$ cat src/rtl/xlat_pkg.sv
package xlat_pkg;
  localparam int IN_AW   = 32;
  localparam int OUT_AW  = 48;
  localparam int HI_W    = OUT_AW - IN_AW;
  localparam int SIZE_W  = 6;
  localparam int MIN_EXP = 12;
  localparam int MAX_EXP = 32;
  localparam int GRP_BASE   = 'h40;
  localparam int GRP_STRIDE = 'h10;

  typedef struct packed {
    logic              en;
    logic [SIZE_W-1:0] size;
    logic [IN_AW-1:0]  match_base;
    logic [OUT_AW-1:0] repl_base;
  } win_cfg_t;

  function automatic logic [SIZE_W-1:0] eff_exp(input logic [SIZE_W-1:0] s);
    if (s < SIZE_W'(MIN_EXP)) return SIZE_W'(MIN_EXP);
    if (s > SIZE_W'(MAX_EXP)) return SIZE_W'(MAX_EXP);
    return s;
  endfunction
endpackage

$ cat src/rtl/xlat_regs.sv
module xlat_regs
  import xlat_pkg::*;
#(
  parameter int NUM_REGIONS = 8,
  parameter int REG_AW      = 8
) (
  input  logic              clk_i,
  input  logic              rst_ni,
  input  logic              wr_i,
  input  logic [REG_AW-1:0] addr_i,
  input  logic [31:0]       wdata_i,
  output logic [31:0]       rdata_o,
  output win_cfg_t          cfg_o [NUM_REGIONS]
);
  localparam int SPAN  = NUM_REGIONS * GRP_STRIDE;
  localparam int GRP_W = REG_AW - 4;

  logic [31:0]       addr_ext;
  logic [REG_AW-1:0] rel;
  logic [GRP_W-1:0]  grp;
  logic [1:0]        word;
  logic              in_map;

  assign addr_ext = 32'(addr_i);
  assign in_map   = (addr_ext >= 32'(GRP_BASE)) && (addr_ext < 32'(GRP_BASE + SPAN));
  assign rel      = addr_i - REG_AW'(GRP_BASE);
  assign grp      = rel[REG_AW-1:4];
  assign word     = rel[3:2];

  win_cfg_t cfg_q [NUM_REGIONS];

  for (genvar r = 0; r < NUM_REGIONS; r++) begin : g_win
    logic sel;
    assign sel = wr_i && in_map && (grp == GRP_W'(r));

    always_ff @(posedge clk_i or negedge rst_ni) begin
      if (!rst_ni) begin
        cfg_q[r] <= '0;
      end else if (sel) begin
        unique case (word)
          2'd0: begin
            cfg_q[r].en   <= wdata_i[31];
            cfg_q[r].size <= wdata_i[SIZE_W-1:0];
          end
          2'd1: cfg_q[r].match_base <= wdata_i;
          2'd2: cfg_q[r].repl_base[IN_AW-1:0] <= wdata_i;
          default: cfg_q[r].repl_base[OUT_AW-1:IN_AW] <= wdata_i[HI_W-1:0];
        endcase
      end
    end

    assign cfg_o[r] = cfg_q[r];


    cfg_hold_chk: assert property (@(posedge clk_i) disable iff (!rst_ni)
      !wr_i |=> $stable(cfg_q[r]));
  end

  always_comb begin
    rdata_o = '0;
    for (int r = 0; r < NUM_REGIONS; r++) begin
      if (in_map && grp == GRP_W'(r)) begin
        unique case (word)
          2'd0:    rdata_o = {cfg_q[r].en, {(31-SIZE_W){1'b0}}, cfg_q[r].size};
          2'd1:    rdata_o = cfg_q[r].match_base;
          2'd2:    rdata_o = cfg_q[r].repl_base[IN_AW-1:0];
          default: rdata_o = {{(32-HI_W){1'b0}}, cfg_q[r].repl_base[OUT_AW-1:IN_AW]};
        endcase
      end
    end
  end
endmodule

$ cat src/rtl/xlat_window.sv
module xlat_window
  import xlat_pkg::*;
(
  input  win_cfg_t           cfg_i,
  input  logic [IN_AW-1:0]   addr_i,
  output logic               hit_o,
  output logic [OUT_AW-1:0]  xaddr_o
);
  logic [SIZE_W-1:0] n;
  logic [IN_AW:0]    span;
  logic [IN_AW-1:0]  keep;

  assign n    = eff_exp(cfg_i.size);
  assign span = ((IN_AW+1)'(1) << n) - (IN_AW+1)'(1);
  assign keep = span[IN_AW-1:0];

  assign hit_o   = cfg_i.en && (((addr_i ^ cfg_i.match_base) & ~keep) == '0);
  assign xaddr_o = {cfg_i.repl_base[OUT_AW-1:IN_AW],
                    (cfg_i.repl_base[IN_AW-1:0] & ~keep) | (addr_i & keep)};
endmodule

$ cat src/rtl/xlat_unit.sv
module xlat_unit
  import xlat_pkg::*;
#(
  parameter int NUM_REGIONS = 8,
  parameter int REG_AW      = 8,
  localparam int IDX_W      = $clog2(NUM_REGIONS)
) (
  input  logic              clk_i,
  input  logic              rst_ni,
  input  logic              reg_wr_i,
  input  logic [REG_AW-1:0] reg_addr_i,
  input  logic [31:0]       reg_wdata_i,
  output logic [31:0]       reg_rdata_o,
  input  logic              req_valid_i,
  input  logic [IN_AW-1:0]  req_addr_i,
  output logic              rsp_valid_o,
  output logic [OUT_AW-1:0] rsp_addr_o,
  output logic              rsp_hit_o,
  output logic [IDX_W-1:0]  rsp_region_o
);
  win_cfg_t          cfg [NUM_REGIONS];
  logic [NUM_REGIONS-1:0] hit_vec;
  logic [OUT_AW-1:0] xaddr [NUM_REGIONS];

  xlat_regs #(.NUM_REGIONS(NUM_REGIONS), .REG_AW(REG_AW)) i_regs (
    .clk_i   (clk_i),
    .rst_ni  (rst_ni),
    .wr_i    (reg_wr_i),
    .addr_i  (reg_addr_i),
    .wdata_i (reg_wdata_i),
    .rdata_o (reg_rdata_o),
    .cfg_o   (cfg)
  );

  for (genvar r = 0; r < NUM_REGIONS; r++) begin : g_win
    xlat_window i_win (
      .cfg_i   (cfg[r]),
      .addr_i  (req_addr_i),
      .hit_o   (hit_vec[r]),
      .xaddr_o (xaddr[r])
    );
  end

  logic              any_hit;
  logic [IDX_W-1:0]  sel_idx;
  logic [OUT_AW-1:0] sel_addr;

  // lowest index wins: scan from the top down
  always_comb begin
    any_hit  = 1'b0;
    sel_idx  = '0;
    sel_addr = {{HI_W{1'b0}}, req_addr_i};
    for (int r = NUM_REGIONS-1; r >= 0; r--) begin
      if (hit_vec[r]) begin
        any_hit  = 1'b1;
        sel_idx  = IDX_W'(r);
        sel_addr = xaddr[r];
      end
    end
  end

  always_ff @(posedge clk_i or negedge rst_ni) begin
    if (!rst_ni) begin
      rsp_valid_o  <= 1'b0;
      rsp_addr_o   <= '0;
      rsp_hit_o    <= 1'b0;
      rsp_region_o <= '0;
    end else begin
      rsp_valid_o <= req_valid_i;
      if (req_valid_i) begin
        rsp_addr_o   <= sel_addr;
        rsp_hit_o    <= any_hit;
        rsp_region_o <= sel_idx;
      end
    end
  end


  valid_lat_chk: assert property (@(posedge clk_i) disable iff (!rst_ni)
    req_valid_i |=> rsp_valid_o);

  idle_lat_chk: assert property (@(posedge clk_i) disable iff (!rst_ni)
    !req_valid_i |=> !rsp_valid_o);

  miss_zext_chk: assert property (@(posedge clk_i) disable iff (!rst_ni)
    (req_valid_i && hit_vec == '0) |=>
      (rsp_addr_o == {{HI_W{1'b0}}, $past(req_addr_i)} && !rsp_hit_o));

  hit_low_chk: assert property (@(posedge clk_i) disable iff (!rst_ni)
    (req_valid_i && hit_vec != '0) |=>
      (rsp_hit_o && rsp_addr_o[MIN_EXP-1:0] == $past(req_addr_i[MIN_EXP-1:0])));

  lowest_wins_chk: assert property (@(posedge clk_i) disable iff (!rst_ni)
    (req_valid_i && hit_vec[0]) |=> (rsp_region_o == '0));
endmodule

$ cat config.mk
export PLATFORM = sky130hd
export DESIGN_NAME = xlat_unit
export DESIGN_NICKNAME = d
export VERILOG_FILES = /design/src/rtl/xlat_pkg.sv /design/src/rtl/xlat_regs.sv /design/src/rtl/xlat_window.sv /design/src/rtl/xlat_unit.sv
export SDC_FILE = /design/constraint.sdc
export NUM_CORES = 2
export LEC_CHECK = 0
export BUFFER_PORTS_ARGS = -buffer_cell sky130_fd_sc_hd__buf_2
export CAP_MARGIN = 20
export CORE_MARGIN = 2
export CORE_UTILIZATION = 55
export CTS_CLUSTER_DIAMETER = 200
export DETAILED_ROUTE_END_ITERATION = 12
export GPL_TIMING_DRIVEN = 0
export PLACE_DENSITY = 0.75
export SKIP_LAST_GASP = 1
export SYNTH_ARGS = -nofsm -noshare
export SYNTH_HDL_FRONTEND = slang
export SYNTH_SLANG_ARGS = --single-unit
$ cat constraint.sdc
create_clock -name clk_i -period 3.1 [get_ports clk_i]
set_clock_uncertainty 0.1 [all_clocks]
set_input_delay 0 -clock clk_i [delete_from_list [all_inputs] [get_ports clk_i]]
set_output_delay 0 -clock clk_i [all_outputs]
set_load 0.02 [all_outputs]
# Word level (Yosys, flattened, before mapping)
# Cells that the tools add are included.
[op_classes]
n_mux = 96
n_shift = 8
n_addsub = 9
n_reduce_logical = 69
n_bitwise = 49
n_eq_ne = 9
magnitude_cmp = 18
[op_table]
columns = ["cell", "count"]
rows = [
  ["$and A32 B32 Y32", 24],
  ["$pmux W32 S3", 8],
  ["$mux W48", 8],
  ["$logic_not A32 Y1", 8],
  ["$mux W32", 8],
  ["$not A32 Y32", 8],
  ["$or A32 B32 Y32", 8],
  ["$shl A1 B6 Y32 const A", 8],
  ["$sub A32 B2 Y32 const B", 8],
  ["$xor A32 B32 Y32", 8],
  ["$mux W6", 32],
  ["$reduce_and A2 Y1", 32],
  ["$gt A6 B6 Y1 const B", 8],
  ["$lt A6 B4 Y1 const B", 8],
  ["$mux W1", 32],
  ["$logic_and A1 B1 Y1", 26],
  ["$mux W3", 8],
  ["$eq A4 B3 Y1 const B", 4],
  ["$eq A4 B2 Y1 const B", 2],
  ["$ge A8 B7 Y1 const B", 1],
  ["$lt A8 B8 Y1 const B", 1],
  ["$sub A8 B7 Y8 const B", 1],
  ["$eq A4 B1 Y1 const B", 1],
  ["$logic_not A4 Y1", 1],
  ["5 further kinds", 5],
]
[totals]
input_bits = 76
out_inout_bits = 85
word_cells = 302
ff_bits = 749

# Depth between registers and ports, before layout
[depth]
depth_word = 19
mapped_depth = 14
mapped_depth_nobuf = 11

# Cells and area by module
# A second synthesis with hierarchy kept.
[unflattened]
hier_cells = 4640
hier_area_um2 = 49009.5
[by_module_without_submodules]
columns = ["module", "cells_per_inst", "seq_area_each_um2", "instances", "area_each_um2"]
rows = [
  ["xlat_regs", 2357, 17416.7, 1, 32239.7],
  ["xlat_window (g_win[0].i_win ...)", 200, 0.0, 7, 1417.6],
  ["xlat_unit", 679, 1326.3, 1, 5425.2],
  ["xlat_window (g_win[7].i_win)", 204, 0.0, 1, 1421.4],
]

# Worst setup path before layout
# Ideal clock, no wire load.
[synth_path]
path_kind = "register to register"
start = "reg i_regs.cfg_q (netlist bit i_regs.cfg_o[429])"
end = "reg rsp_addr_o[46]"
slack_ns = 0.014
path_buffers = 3
stages_incl_launch_ff = 13
synth_period_minus_slack_ns = 3.086
setup_time_ns = 0.129
arrival_time_ns = 2.857
t_required_ns = 2.871
path_cell_list = "dfrtp_1 -> buf_6 -> a211oi_4 -> o211a_1 -> nor3_1 -> a311o_1 -> or4_1 -> buf_2 -> a21boi_1 -> buf_2 -> o221a_2 -> a2111oi_2 -> o2bb2ai_1"
[synth_between]
elab_chain_cells = 15
elab_cells_between_ends = 18
classes_between = "add/sub: 1; order compare: 2; shift: 1; mux: 10; bitwise: 2; reduce/logical: 2"
[synth_rtl]
columns = ["item", "line_no", "rtl"]
rows = [
  ["start: declaration", "xlat_regs.sv:30", "win_cfg_t cfg_q [NUM_REGIONS];"],
  ["$gt A6 B6 Y1", "xlat_pkg.sv:20", "if (s > SIZE_W'(MAX_EXP)) return SIZE_W'(MAX_EXP);"],
  ["$mux W1 (2 in a row)", "xlat_pkg.sv:20", ""],
  ["$mux W6", "xlat_pkg.sv:21", "return s;"],
  ["$mux W6 *", "xlat_pkg.sv:20", ""],
  ["$shl A1 B6 Y32 *", "xlat_window.sv:14", "assign span = ((IN_AW+1)'(1) << n) - (IN_AW+1)'(1);"],
  ["$sub A32 B2 Y32 *", "xlat_window.sv:14", ""],
  ["$not A32 Y32 *", "xlat_window.sv:17", "assign hit_o = cfg_i.en && (((addr_i ^ cfg_i.match_base) & ~keep) == '0);"],
  ["$and A32 B32 Y32 *", "xlat_window.sv:17", ""],
  ["$logic_not A32 Y1 *", "xlat_window.sv:17", ""],
  ["$logic_and A1 B1 Y1 *", "xlat_window.sv:17", ""],
  ["$mux W48 * (4 in a row)", "xlat_unit.sv:54", "if (hit_vec[r]) begin"],
  ["end signal: assignment", "xlat_unit.sv:71", "rsp_addr_o <= sel_addr;"],
  ["end: declaration", "xlat_unit.sv:17", "output logic [OUT_AW-1:0] rsp_addr_o,"],
]
# Mark *: on every way between the ends. The rest lies on a longest branch, timed or not. The select of a mux whose other input is x is not followed.
# A chain may end at the register's enable or synchronous reset.

# Worst setup path in the final report
[layout_path]
start = "reg i_regs.cfg_q (netlist bit i_regs.cfg_o[346])"
end = "reg rsp_addr_o[34]"
[layout_between]
elab_chain_cells = 16
elab_cells_between_ends = 19
classes_between = "add/sub: 1; order compare: 2; shift: 1; mux: 11; bitwise: 2; reduce/logical: 2"
[layout_rtl]
columns = ["item", "line_no"]
rows = [
  ["$gt A6 B6 Y1", "xlat_pkg.sv:20"],
  ["$mux W1 (2 in a row)", "xlat_pkg.sv:20"],
  ["$mux W6", "xlat_pkg.sv:21"],
  ["$mux W6 *", "xlat_pkg.sv:20"],
  ["$shl A1 B6 Y32 *", "xlat_window.sv:14"],
  ["$sub A32 B2 Y32 *", "xlat_window.sv:14"],
  ["$not A32 Y32 *", "xlat_window.sv:17"],
  ["$and A32 B32 Y32 *", "xlat_window.sv:17"],
  ["$logic_not A32 Y1 *", "xlat_window.sv:17"],
  ["$logic_and A1 B1 Y1 *", "xlat_window.sv:17"],
  ["$mux W48 * (5 in a row)", "xlat_unit.sv:54"],
]
# Marked as above.

==> summary.md <==
| Metric | Value |
|---|---|
| Critical path origin | i_regs.cfg_o[346] |
| Ranking of synthesized cells by area | dfrtp_1 41%, mux2_2 19%, clkbuf_1 2.7% |
| Failing checks | setup timing |
| Area share of the largest cell type after synthesis | 0.405 |
| Ys async rst share | 1.00 |
| Residual DRC | 0 |
| Startpoint Class | flip-flop |
| Clock power share | 0.364 |
| Max transition margin | 0.0729 |
| Cell Pwr Density | 491 mW/mm^2 |
| Final WS setup | -571 ps |
| Vias in the first global route | about 44000 |
| Vias post-DR | ~47000 |
| Total Die Area | slightly below 0.09 mm^2 |
| Sw Pwr | 9.87 mW |
| Die H | 294 um |
| Share of post-route cells with drive strength above 1 | 0.419 |
| Synth Cell Area | 0.0463 mm^2 |
| Yosys warnings | 0 |
| Req. time, crit path | 3560 ps |
| Sequential group share of total power | 0.402 |
| Internal | 19.2 mW |
| Switching Share | 0.339 |
| Post-DP HPWL | 186000 um |
| EDFF count, synth | 0 |
| MaxCap Viol Count | 0 |
| GR Overflow Total | 0 |
| Slew at the pin with the worst max-slew slack | about 1400 ps |
| Crit end category | flip-flop |
| Crit path arrival time | 4130 ps |
| Reg2reg end | rsp_addr_o[34] |
| Critical path class | flip-flop to flip-flop |
| Largest net degree at the start of global routing | 117 |
| Setup violators final | 92 |
| Max Root-Sink Buffers | 3 |
| Outcome | finished, violations left |
| Peak VDD IR | 0.548 mV |
| Rows | between 100 and 150 |
| Final-report max-slew violation count | 0 |
| Initial drt markers | 7765 |
| Total track usage | 0.566 |
| H-Tree Depth | 3 |
| Final ANT Viol Nets | 0 |
| CTS Root Cell | clkbuf_16 |
| NumNets Final | 5047 |
| R2R cell count | 14 |
| Gate power share | 0.234 |
| Final wirelength | ~250000 um |
| Leak pwr | 26.0 nW |
| Fillcell total | 6167 |
| Worst-skew pair later-pin latency | 720 ps |
| Ys flop type | dfrtp_1 |
| Critical Path Sink | rsp_addr_o[34] |
| TritonCTS Buffers | 86 |
| CTS sink cnt | 749 |
| Reg-to-reg slack, setup | -570 ps |
| Layout overhead on the synthesized area | 28.2% |
| Final period util | 1.18 |
| Placed cell count | 5685 |
| Post-layout util | 0.711 |
| Mean Syn Cell Area | between 10 and 15 um^2 |
| Yosys top cell by area | dfrtp_1 |
| Yosys cell types | between 100 and 150 |
| Antenna violations before repair | 16 |
| GPL Wtd Cong | 1.07 |
| First-pass GRT wire length | 339000 um |
| Core area | 0.0834 mm^2 |
| Final hold vios | 0 |
| Port bufs | 136 |
| Fin cells | 6115 |
| Final Critical Period | 3670 ps |
| Vias/cell | 7.62 |
| Sequential-to-total area share from yosys stat | 0.405 |
| Worst Hold Depth | 3 |
| Initial Util | 0.554 |
| Unrepaired setup endpoints after global routing | true |
| Cells after Synth | around 4400 |
| Post-synthesis register bit count | 749 |
| Crit Path Max Fanout | 5 |
| Worst hold path class | primary input to flip-flop |
| DRT Pass-1 Iters | 7 |
| IO Pins | 161 |
| Fmax achieved | 272 MHz |
| CTS tree | yes |
| RR Startpoint | i_regs.cfg_o[346] |
| Routed WL per cell | 41.3 um |
| Die width | 294 um |
| CTS clock-pin slew for the worst setup and hold paths | roughly 60 ps |
worst min path at each step:
stage,from,endpoint,slack (ps)
final,req_addr_i[11],rsp_addr_o[11],20
after detailed placement,rst_ni,i_regs.cfg_o[665],-90
after CTS,req_addr_i[11],rsp_addr_o[11],10
after global placement,req_valid_i,rsp_valid_o,80
after global routing,req_addr_i[11],rsp_addr_o[11],30
after floorplan,rst_ni,i_regs.cfg_o[0],-400
power by group through the flow:
stage	Sequential, mW	Combinational (mW)	Clock, mW
2_1_floorplan	11.4	3.22	0
3_3_place_gp	11.7	5.22	0
3_5_place_dp	11.7	5.32	0
4_1_cts	11.6	6.03	10.4
5_1_grt	11.7	6.89	10.8
6_report	11.7	6.80	10.6
per-stage QoR:
step | instance area [um^2] | worst slack [ps] | power, mW | TNS (ps) | hold WS (ps)
4_1_cts | 57400 | -294 | 28.1 | -8870 | 10.8
6_report | 59300 | -571 | 29.1 | -18910 | 17.4
3_3_place_gp | 48300 | -14180 | 16.9 | - | 75.6
3_5_place_dp | 48700 | -2490 | 17.0 | -596780 | -94.5
2_1_floorplan | 46300 | 14.0 | 14.6 | 0 | -396
5_1_grt | 59300 | -533 | 29.4 | -16960 | 31.1
state kept, by name (all words and copies together), names as in the netlist:
| signal | count |
|---|---|
| rsp_valid_o | 1 |
| rsp_addr_o | 48 |
| i_regs.cfg_o | 696 |
| rsp_hit_o | 1 |
| rsp_region_o | 3 |
layer usage:
metal  wire (um)  up-vias  part of all wire  global-route usage
met3       40000     1226              0.16               0.238
li1            -    17700                 -                   -
met1       89800    23200              0.36               0.722
met2       96500     4438              0.38               0.745
met5          87        -           0.00034                   0
met4       25900       14              0.10               0.451
critical path: stages, from the launching register on:
cell and delay, ps:
dfrtp_2 460, buf_6 150, or4_4 530, a32oi_4 270, nand2_1 100, o2111a_2 180, nand4_2 100, buf_6 110
buf_6 100, a21boi_4 190, buf_12 140, nand2_8 60, buf_12 130, a211oi_4 790, o31ai_4 140
layout by cell type (no fill, tap or decap), drive strengths merged, types with 24 or more instances in the layout:
master,count
mux4,49
nor2,244
inv,66
a221o,36
o21ai,190
mux2i,102
nand2,214
dlygate4sd3,47
mux2,788
xor2,99
o221ai,25
clkbuf,425
a22oi,110
a31oi,44
and3,24
a21oi,209
o31ai,24
a221oi,108
nor3,58
o22ai,78
a211oi,59
dfrtp,749
nand4,25
or3,25
xnor2,124
nand3,70
o211ai,31
buf,536
synth_stat cells (all sizes together) (49+ instances only):
cell / n
nand3: 70
buf: 130
xnor2: 124
a221oi: 108
mux4: 49
mux2i: 102
nor2: 244
dfrtp: 749
a22oi: 110
xor2: 99
a21oi: 209
mux2: 788
o22ai: 78
inv: 64
nand2: 214
o21ai: 190
clkbuf: 338
a211oi: 59
nor3: 58
cell families after synthesis:
group,synth area share
other,0.0000811
xor gates and xnor gates,0.0422
adders and majority gates,0.00270
muxes,0.238
DFF,0.405
and+or+nand+nor,0.0870
AOI/OAI and AO/OA,0.179
buffers and inverters,0.0465
final cells by class:
type / instances / area (um^2) / area share
Sequential cell: 749 / 18800 / 0.317
Timing Repair Buffer: 449 / 3930 / 0.0663
Buffer: 444 / 3330 / 0.0561
Multi-Input combinational cell: 3166 / 28800 / 0.485
Tap cell: 1080 / 1350 / 0.0228
Clock inverter: 32 / 437 / 0.00736
Antenna cell: 8 / 20.0 / 0.000338
Clock buffer: 122 / 2430 / 0.0409
Inverter: 65 / 244 / 0.00411
repair_timing:
action                     4_1_cts  5_1_grt
resized for setup              986      284
setup buffers                  145       90
pin swaps                      143      131
setup endpoints to repair      381      183
hold buffers                    48        0
hold endpoints to repair       597        0
cloned                           9        0
(Power assumes the default switching activity.)
